## config.mk

```make
export PLATFORM = sky130hd
export DESIGN_NAME = flash_cmd_seq
export DESIGN_NICKNAME = d
export VERILOG_FILES = /design/src/rtl/fcs_pkg.sv /design/src/rtl/fcs_lane.sv /design/src/rtl/fcs_steps.sv /design/src/rtl/fcs_bus.sv /design/src/rtl/flash_cmd_seq.sv
export SDC_FILE = /design/constraint.sdc
export NUM_CORES = 1
export LEC_CHECK = 0
export ABC_AREA = 1
export BUFFER_PORTS_ARGS = -buffer_cell sky130_fd_sc_hd__buf_4
export CAP_MARGIN = 40
export CORE_AREA = 4 4 212 214
export DETAILED_ROUTE_END_ITERATION = 16
export DIE_AREA = 0 0 216 218
export PLACE_DENSITY = 0.58
export SLEW_MARGIN = 10
export SYNTH_ARGS = -nofsm -noshare
export SYNTH_HDL_FRONTEND = slang
export SYNTH_SLANG_ARGS = --single-unit
```

## constraint.sdc

```tcl
create_clock -name clk -period 9.6 [get_ports clk]
set_input_delay 2.4 -clock clk [delete_from_list [all_inputs] [get_ports clk]]
set_output_delay 2.4 -clock clk [all_outputs]
set_load 0.01 [all_outputs]
```

## src/rtl/fcs_pkg.sv

```systemverilog
package fcs_pkg;

  typedef enum logic [1:0] {
    OP_ERASE = 2'd0,
    OP_PROG  = 2'd1,
    OP_BUF   = 2'd2,
    OP_RSVD  = 2'd3
  } op_e;

  typedef enum logic [2:0] {
    RC_OK        = 3'd0,
    RC_TOUT      = 3'd1,
    RC_NOTERASED = 3'd2,
    RC_INVALID   = 3'd3,
    RC_PROT      = 3'd4
  } rc_e;

  // kind of one micro-step in a command sequence
  typedef enum logic [2:0] {
    K_END, K_CMD, K_CNT, K_DATA, K_BUF, K_READ, K_POLL
  } kind_e;

  typedef struct packed {
    kind_e       kind;
    logic [7:0]  code;  // command byte for K_CMD
    logic [11:0] off;   // word offset from the chosen base
    logic        tgt;   // 1: base is target word, 0: sector base
  } step_t;

  function automatic step_t mk(kind_e k, logic [7:0] c, logic [11:0] o, logic t);
    step_t s;
    s.kind = k;
    s.code = c;
    s.off  = o;
    s.tgt  = t;
    return s;
  endfunction

endpackage

```

## src/rtl/fcs_lane.sv

```systemverilog
// Replicates a command byte onto the command lane of every chip on the port.
module fcs_lane #(
  parameter int PORT_BYTES = 4,
  parameter int CHIP_BYTES = 2
) (
  input  logic [7:0]              code,
  output logic [PORT_BYTES*8-1:0] word
);
  for (genvar i = 0; i < PORT_BYTES; i++) begin : g_lane
    if (((i + 1) % CHIP_BYTES) == 0) begin : g_cmd
      assign word[8*i +: 8] = code;
    end else begin : g_zero
      assign word[8*i +: 8] = 8'h00;
    end
  end
endmodule

```

## src/rtl/fcs_steps.sv

```systemverilog
// Micro-step table for each style and operation.
module fcs_steps
  import fcs_pkg::*;
(
  input  logic       style_b,
  input  op_e        op,
  input  logic [3:0] idx,
  output step_t      step
);
  always_comb begin
    step = mk(K_END, 8'h00, 12'h000, 1'b0);
    unique case (op)
      OP_ERASE: begin
        if (!style_b) begin
          case (idx)
            4'd0: step = mk(K_CMD,  8'h50, 12'h000, 1'b0);
            4'd1: step = mk(K_CMD,  8'h20, 12'h000, 1'b0);
            4'd2: step = mk(K_CMD,  8'hD0, 12'h000, 1'b0);
            4'd3: step = mk(K_POLL, 8'h00, 12'h000, 1'b0);
            default: ;
          endcase
        end else begin
          case (idx)
            4'd0: step = mk(K_CMD,  8'hAA, 12'h555, 1'b0);
            4'd1: step = mk(K_CMD,  8'h55, 12'h2AA, 1'b0);
            4'd2: step = mk(K_CMD,  8'h80, 12'h555, 1'b0);
            4'd3: step = mk(K_CMD,  8'hAA, 12'h555, 1'b0);
            4'd4: step = mk(K_CMD,  8'h55, 12'h2AA, 1'b0);
            4'd5: step = mk(K_CMD,  8'h30, 12'h000, 1'b0);
            4'd6: step = mk(K_POLL, 8'h00, 12'h000, 1'b0);
            default: ;
          endcase
        end
      end
      OP_PROG: begin
        if (!style_b) begin
          case (idx)
            4'd0: step = mk(K_READ, 8'h00, 12'h000, 1'b1);
            4'd1: step = mk(K_CMD,  8'h50, 12'h000, 1'b1);
            4'd2: step = mk(K_CMD,  8'h40, 12'h000, 1'b1);
            4'd3: step = mk(K_DATA, 8'h00, 12'h000, 1'b1);
            4'd4: step = mk(K_POLL, 8'h00, 12'h000, 1'b1);
            default: ;
          endcase
        end else begin
          case (idx)
            4'd0: step = mk(K_READ, 8'h00, 12'h000, 1'b1);
            4'd1: step = mk(K_CMD,  8'hAA, 12'h555, 1'b0);
            4'd2: step = mk(K_CMD,  8'h55, 12'h2AA, 1'b0);
            4'd3: step = mk(K_CMD,  8'hA0, 12'h555, 1'b0);
            4'd4: step = mk(K_DATA, 8'h00, 12'h000, 1'b1);
            4'd5: step = mk(K_POLL, 8'h00, 12'h000, 1'b1);
            default: ;
          endcase
        end
      end
      OP_BUF: begin
        case (idx)
          4'd0: step = mk(K_CMD,  8'h50, 12'h000, 1'b1);
          4'd1: step = mk(K_CMD,  8'hE8, 12'h000, 1'b1);
          4'd2: step = mk(K_POLL, 8'h00, 12'h000, 1'b1);
          4'd3: step = mk(K_CNT,  8'h00, 12'h000, 1'b1);
          4'd4: step = mk(K_BUF,  8'h00, 12'h000, 1'b1);
          4'd5: step = mk(K_CMD,  8'hD0, 12'h000, 1'b1);
          4'd6: step = mk(K_POLL, 8'h00, 12'h000, 1'b1);
          default: ;
        endcase
      end
      default: ;
    endcase
  end
endmodule

```

## src/rtl/fcs_bus.sv

```systemverilog
// One flash bus cycle: write = setup, strobe, hold; read = one strobed cycle.
module fcs_bus #(
  parameter int AW = 16,
  parameter int DW = 32
) (
  input  logic          clk,
  input  logic          rst_n,
  input  logic          req,
  input  logic          wr,
  input  logic [AW-1:0] addr,
  input  logic [DW-1:0] data,
  output logic          ack,
  output logic [DW-1:0] rdata,
  output logic [AW-1:0] fl_addr,
  output logic [DW-1:0] fl_wdata,
  output logic          fl_we,
  output logic          fl_rd,
  input  logic [DW-1:0] fl_rdata
);
  typedef enum logic [2:0] {B_IDLE, B_SETUP, B_STROBE, B_HOLD, B_READ} ph_e;
  ph_e ph, ph_n;
  logic [AW-1:0] addr_q;
  logic [DW-1:0] data_q, rdata_q;
  logic          load;

  assign load = (ph == B_IDLE) && req;

  always_comb begin
    ph_n = ph;
    unique case (ph)
      B_IDLE:   if (req) ph_n = wr ? B_SETUP : B_READ;
      B_SETUP:  ph_n = B_STROBE;
      B_STROBE: ph_n = B_HOLD;
      B_HOLD:   ph_n = B_IDLE;
      B_READ:   ph_n = B_IDLE;
      default:  ph_n = B_IDLE;
    endcase
  end

  always_ff @(posedge clk or negedge rst_n) begin
    if (!rst_n) begin
      ph     <= B_IDLE;
      addr_q <= '0;
      data_q <= '0;
    end else begin
      ph <= ph_n;
      if (load) begin
        addr_q <= addr;
        data_q <= data;
      end
    end
  end

  always_ff @(posedge clk) begin
    if (ph == B_READ) rdata_q <= fl_rdata;
  end

  assign ack      = (ph == B_HOLD) || (ph == B_READ);
  assign rdata    = rdata_q;
  assign fl_addr  = addr_q;
  assign fl_wdata = data_q;
  assign fl_we    = (ph == B_STROBE);
  assign fl_rd    = (ph == B_READ);
endmodule

```

## src/rtl/flash_cmd_seq.sv

```systemverilog
module flash_cmd_seq
  import fcs_pkg::*;
#(
  parameter int PORT_BYTES = 4,
  parameter int CHIP_BYTES = 2,
  parameter int NSECT      = 4,
  parameter int SECT_SHIFT = 14,
  parameter int BUF_MAX    = 4,
  localparam int DW  = PORT_BYTES * 8,
  localparam int PBW = $clog2(PORT_BYTES),
  localparam int SW  = $clog2(NSECT),
  localparam int AW  = SW + SECT_SHIFT,
  localparam int WW  = SECT_SHIFT - PBW,
  localparam int CW  = $clog2(BUF_MAX + 1),
  localparam int JW  = $clog2(BUF_MAX)
) (
  input  logic                  clk,
  input  logic                  rst_n,
  input  logic                  req_i,
  input  logic [1:0]            op_i,
  input  logic                  style_i,
  input  logic [SW-1:0]         sec_first_i,
  input  logic [SW-1:0]         sec_last_i,
  input  logic [WW-1:0]         word_i,
  input  logic [DW-1:0]         wdata_i,
  input  logic [CW-1:0]         buf_cnt_i,
  input  logic [BUF_MAX*DW-1:0] buf_data_i,
  input  logic [NSECT-1:0]      prot_i,
  output logic                  busy_o,
  output logic                  done_o,
  output logic [2:0]            result_o,
  output logic [AW-1:0]         fl_addr_o,
  output logic [DW-1:0]         fl_wdata_o,
  output logic                  fl_we_o,
  output logic                  fl_rd_o,
  input  logic [DW-1:0]         fl_rdata_i,
  output logic                  st_start_o,
  input  logic                  st_done_i,
  input  logic                  st_tout_i
);
  typedef enum logic [2:0] {
    S_IDLE, S_NEXT, S_ISSUE, S_BUS, S_CHK, S_POLL, S_SECEND, S_DONE
  } st_e;

  st_e           state, state_n;
  logic [3:0]    k_q, k_n;
  logic [JW-1:0] j_q, j_n;
  logic [SW-1:0] sec_q, sec_n;
  logic          tout_f, tout_n, skip_f, skip_n;
  rc_e           rc_q, rc_n;

  op_e             op_q;
  logic            style_q;
  logic [SW-1:0]   last_q;
  logic [WW-1:0]   word_q;
  logic [DW-1:0]   wdata_q;
  logic [CW-1:0]   cnt_q;
  logic [NSECT-1:0] prot_q;
  logic [DW-1:0]   buf_q [BUF_MAX];

  step_t         step;
  op_e           op_in;
  logic          accept, bad, prot_hit;
  logic          bus_req, bus_ack;
  logic [DW-1:0] bus_rdata, cmd_word, bus_data;
  logic [7:0]    code_c;
  logic [11:0]   off_c;
  logic [AW-1:0] sec_base, tgt_base, addr_c;

  assign op_in    = op_e'(op_i);
  assign accept   = (state == S_IDLE) && req_i;
  assign bad      = (op_in == OP_RSVD)
                 || ((op_in == OP_BUF) && (style_i || (buf_cnt_i == '0) || (buf_cnt_i > CW'(BUF_MAX))))
                 || ((op_in == OP_ERASE) && (sec_first_i > sec_last_i));
  assign prot_hit = (op_in != OP_ERASE) && prot_i[sec_first_i];

  fcs_steps u_steps (.style_b(style_q), .op(op_q), .idx(k_q), .step(step));

  // address and data of the current micro-step
  assign sec_base = {sec_q, {SECT_SHIFT{1'b0}}};
  assign tgt_base = sec_base + (AW'(word_q) << PBW);
  assign off_c    = step.off + ((step.kind == K_BUF) ? 12'(j_q) : 12'd0);
  assign addr_c   = (step.tgt ? tgt_base : sec_base) + (AW'(off_c) << PBW);
  assign code_c   = (step.kind == K_CNT) ? 8'(cnt_q - 1'b1) : step.code;

  fcs_lane #(.PORT_BYTES(PORT_BYTES), .CHIP_BYTES(CHIP_BYTES)) u_lane (
    .code(code_c), .word(cmd_word)
  );

  always_comb begin
    unique case (step.kind)
      K_DATA:  bus_data = wdata_q;
      K_BUF:   bus_data = buf_q[j_q];
      default: bus_data = cmd_word;
    endcase
  end

  fcs_bus #(.AW(AW), .DW(DW)) u_bus (
    .clk(clk), .rst_n(rst_n), .req(bus_req), .wr(step.kind != K_READ),
    .addr(addr_c), .data(bus_data), .ack(bus_ack), .rdata(bus_rdata),
    .fl_addr(fl_addr_o), .fl_wdata(fl_wdata_o), .fl_we(fl_we_o),
    .fl_rd(fl_rd_o), .fl_rdata(fl_rdata_i)
  );

  always_comb begin
    state_n = state;
    k_n     = k_q;
    j_n     = j_q;
    sec_n   = sec_q;
    tout_n  = tout_f;
    skip_n  = skip_f;
    rc_n    = rc_q;
    bus_req = 1'b0;
    unique case (state)
      S_IDLE: if (req_i) begin
        tout_n = 1'b0;
        skip_n = 1'b0;
        k_n    = '0;
        j_n    = '0;
        sec_n  = sec_first_i;
        if (bad) begin
          rc_n = RC_INVALID;  state_n = S_DONE;
        end else if (prot_hit) begin
          rc_n = RC_PROT;     state_n = S_DONE;
        end else begin
          rc_n    = RC_OK;
          state_n = (op_in == OP_ERASE) ? S_NEXT : S_ISSUE;
        end
      end
      S_NEXT: begin
        k_n = '0;
        if (prot_q[sec_q]) begin
          skip_n = 1'b1;  state_n = S_SECEND;
        end else begin
          state_n = S_ISSUE;
        end
      end
      S_ISSUE: begin
        unique case (step.kind)
          K_END:   state_n = S_SECEND;
          K_POLL:  state_n = S_POLL;
          default: begin bus_req = 1'b1; state_n = S_BUS; end
        endcase
      end
      S_BUS: if (bus_ack) begin
        if (step.kind == K_READ) begin
          state_n = S_CHK;
        end else if ((step.kind == K_BUF) && ((CW'(j_q) + 1'b1) != cnt_q)) begin
          j_n = j_q + 1'b1;  state_n = S_ISSUE;
        end else begin
          k_n = k_q + 1'b1;  j_n = '0;  state_n = S_ISSUE;
        end
      end
      S_CHK: begin
        if ((bus_rdata & wdata_q) != wdata_q) begin
          rc_n = RC_NOTERASED;  state_n = S_DONE;
        end else begin
          k_n = k_q + 1'b1;     state_n = S_ISSUE;
        end
      end
      S_POLL: if (st_done_i) begin
        if (st_tout_i) begin
          tout_n = 1'b1;     state_n = S_SECEND;
        end else begin
          k_n = k_q + 1'b1;  state_n = S_ISSUE;
        end
      end
      S_SECEND: begin
        if ((op_q == OP_ERASE) && (sec_q != last_q)) begin
          sec_n = sec_q + 1'b1;  state_n = S_NEXT;
        end else begin
          rc_n    = tout_f ? RC_TOUT : (skip_f ? RC_PROT : RC_OK);
          state_n = S_DONE;
        end
      end
      S_DONE:  state_n = S_IDLE;
      default: state_n = S_IDLE;
    endcase
  end

  always_ff @(posedge clk or negedge rst_n) begin
    if (!rst_n) begin
      state  <= S_IDLE;
      k_q    <= '0;
      j_q    <= '0;
      sec_q  <= '0;
      tout_f <= 1'b0;
      skip_f <= 1'b0;
      rc_q   <= RC_OK;
    end else begin
      state  <= state_n;
      k_q    <= k_n;
      j_q    <= j_n;
      sec_q  <= sec_n;
      tout_f <= tout_n;
      skip_f <= skip_n;
      rc_q   <= rc_n;
    end
  end

  // request fields, captured once per accepted request
  always_ff @(posedge clk) begin
    if (accept) begin
      op_q    <= op_in;
      style_q <= style_i;
      last_q  <= sec_last_i;
      word_q  <= word_i;
      wdata_q <= wdata_i;
      cnt_q   <= buf_cnt_i;
      prot_q  <= prot_i;
      for (int b = 0; b < BUF_MAX; b++) buf_q[b] <= buf_data_i[b*DW +: DW];
    end
  end

  assign busy_o     = (state != S_IDLE);
  assign done_o     = (state == S_DONE);
  assign result_o   = rc_q;
  assign st_start_o = (state == S_ISSUE) && (step.kind == K_POLL);
endmodule

```

==> results.json <==
{
  "run_status": "finished clean",
  "synthTopCellsByCount": "nand2_1 (329), edfxtp_1 (216), nor2_1 (148)",
  "port_buffers": 276,
  "final_nets": 1815,
  "fin_crit_ns": 5.24,
  "wl_mm": 38.8,
  "clkPwrFrac_pct": 48.8,
  "clkLatencyLatePin_ns": 0.55,
  "grt_overflow": 0,
  "critical_path.max_fanout": 20,
  "die_h_um": 218,
  "ys_seq_area_share_pct": 63.2,
  "yosys_most_used_dff": "edfxtp_1",
  "clockBufferDepth": 3,
  "layout-drive-gt1-share_pct": 23.0,
  "drc_errors": 0,
  "worstHoldStart": "result_o[0]",
  "cp_common_cell": "nor2_1",
  "die_x_um": 216,
  "leakage_nw": 7.44,
  "syn2layout_area_growth_pct": 31.0,
  "htreeDepth": 2,
  "cts_inserted_buffers": 35,
  "intPower_w": 0.00219,
  "path_cells": "inv_1, ha_1, o21ai_0, nand2_1, nor2_1, nor2_1, nor2_1, buf_4, nand3_1, inv_1, buf_4",
  "cp-startpoint": "k_q[0]",
  "initial_core_util_pct": 29.9,
  "setup_viol": 0,
  "final.period_utilization_pct": 54.6,
  "dpl.hpwl_mm": 28.8,
  "drtPass1Iterations": 5,
  "postCtsSetupBuffers": 0,
  "drv_cap": 0,
  "yosysUniqueCellTypes": 44,
  "coreArea_um2": 42900,
  "num_rows": 76,
  "worstSetupStartpointType": "flop",
  "vias": 9987,
  "synth_edf_count": 216,
  "root_buffer": "clkbuf_16",
  "hold_ws_ns": 0.470,
  "syn_area_per_cell_um2": 10.0,
  "synth_most_common_cell": "nand2_1",
  "cts_tree": "yes",
  "fin_tns_setup_ns": 0,
  "p_comb_share_pct": 3.3,
  "dpl.cell_count": 2116,
  "synthCells": 1283,
  "routedWlPerCell_um": 17.8,
  "groute.usage.overall_pct": 16.2,
  "vdd_drop_max_v": 0.000130,
  "synth_area_leaders": "edfxtp_1 (51%), dfrtp_1 (13%), nand2_1 (9.6%)",
  "crit_type": "reg2out",
  "switching_share_pct": 20.3,
  "syn_area_um2": 12800,
  "end_kind": "output pin",
  "r2r_setup_slack_ns": 4.54,
  "pwr_density_cell_nw_per_um2": 163,
  "grt_pass1_vias": 10200,
  "critPathMaxStageDelay_ns": 0.44,
  "synth.top_cell.area_share_pct": 50.5,
  "place_congestion": 0.870,
  "r2r-start": "k_q[0]",
  "worstPathRequired_ns": 7.20,
  "p_sw_w": 0.000556,
  "clkTransAtPathRegs_ns": 0.06,
  "synth_top_cell_by_area": "edfxtp_1",
  "min_path_type": "reg2reg",
  "dieArea_um2": 47100,
  "holdBufCountCts": 0,
  "yosys_warnings": 0,
  "final_cells": 2179,
  "ys_ff_latch": 281,
  "cts_resized": 0,
  "arrival_ns": 2.84,
  "async_flop_share_pct": 23.1,
  "worst_pin_slew_ns": 0.781,
  "crit_slowest_cell": "dfrtp_1",
  "relSlewSlack_pct": 47.9,
  "hold_violations": 0,
  "grt_pass1_wl_mm": 58.6,
  "grt_max_degree": 69,
  "num_io_pins": 279,
  "drt_first_iter_violations": 595,
  "postRouteAntennaNets": 0,
  "clock_sinks": 281,
  "antenna_found_initial": 0,
  "maxSlewViolCount": 0,
  "skew_ns": 0.0178,
  "pwr-share-seq_pct": 47.9,
  "rsz0062_at_grt": "no",
  "viasPerCell": 4.58,
  "fmax_mhz": 191
}
==> area by class of cell <==
class	instances	area, um^2
fillers	4216	26100
flip-flops and latches	281	8110
multi-input cells	825	4010
repair buffers	291	2270
clock buffers	46	990
well taps	585	732
inverters	134	503
clock inverters	16	185
diodes	1	2.50
==> sequential cells by signal, indices dropped and copies added (netlist names), 2 cells and up <==
register / cells
state: 3
u_bus.fl_wdata: 32
u_bus.rdata: 32
sec_q: 2
op_q: 2
u_bus.fl_addr: 14
wdata_q: 32
cnt_q: 3
word_q: 12
u_bus.ph: 3
result_o: 3
last_q: 2
k_q: 4
buf_q: 128
j_q: 2
prot_q: 4
==> stage by stage <==
| stage | util, % | instance area [um^2] | power [W] | setup WS (ns) |
|---|---|---|---|---|
| after CTS | 39.2 | 16800 | 0.00278 | 4.35 |
| after global placement | 36.2 | 15500 | 0.00143 | 4.60 |
| final | 39.2 | 16800 | 0.00274 | 4.36 |
| after floorplan | - | 12800 | 0.00134 | 1.51 |
| after detailed placement | 36.5 | 15600 | 0.00143 | 4.55 |
| after global routing | 39.2 | 16800 | 0.00284 | 3.95 |
==> worst max-delay path, delay by kind of cell (launching register included) <==
| kind | cells | cell delay, ns |
|---|---|---|
| simple gates | 5 | 0.64 |
| buf+inv | 4 | 0.58 |
| flops | 1 | 0.44 |
| compound gates | 1 | 0.37 |
| fa+ha+maj | 1 | 0.27 |
==> path summary, 6_finish.rpt <==
path / cells past startpoint / end
max: 11 / st_start_o
min: 2 / result_o[0]
max reg2reg: 26 / u_bus.fl_addr[11]
max in group asynchronous: 2 / j_q[0]
min reg2reg: 2 / result_o[0]
min in group asynchronous: 1 / u_bus.fl_wdata[9]
==> cell usage in the layout, fill, tap and decap left out, types with 3 or more instances in the layout <==
master	n
bufinv_16	3
inv_6	3
nand2_1	329
nor2_1	146
ha_1	22
clkinv_1	5
buf_4	286
edfxtp_1	216
nor2_4	4
o21ai_1	3
inv_2	5
clkinv_2	3
nand3_2	5
o21bai_1	3
xnor2_1	7
xor2_1	13
clkbuf_8	3
nand3_1	59
nand4_1	18
nor3_1	5
a21oi_1	22
o21ai_0	121
a31oi_1	3
clkbuf_1	6
buf_16	3
clkbuf_16	37
inv_1	127
dfrtp_1	64
o22ai_1	35
nor2_2	3
==> power groups by stage <==
stage	sequential, W	clock [W]	combinational [W]
final	0.00131	0.00134	0.0000915
after global routing	0.00131	0.00142	0.0000999
after CTS	0.00131	0.00137	0.0000935
after detailed placement	0.00134	0	0.0000931
after global placement	0.00134	0	0.0000903
after floorplan	0.00134	0	0.00000675
==> cell families after synthesis <==
group / count (synthesis) / share of synthesized area [%]
other: 1 / 0.0292
buffers and inverters: 178 / 5.67
AO/OA/AOI/OAI: 203 / 8.73
adder cells (fa/ha/maj): 24 / 2.46
AND/OR/NAND/NOR: 576 / 18.5
XOR/XNOR: 20 / 1.37
flip-flops: 281 / 63.2
==> per-layer routing <==
metal | wire, um | vias up | track usage (%)
met1 | 17600 | 4707 | 21.9
met4 | 912 | 0 | 4.59
met3 | 2560 | 48 | 4.42
li1 | - | 4900 | -
met5 | 0 | - | 0
met2 | 17700 | 332 | 25.6
(Power assumes the default switching activity.)
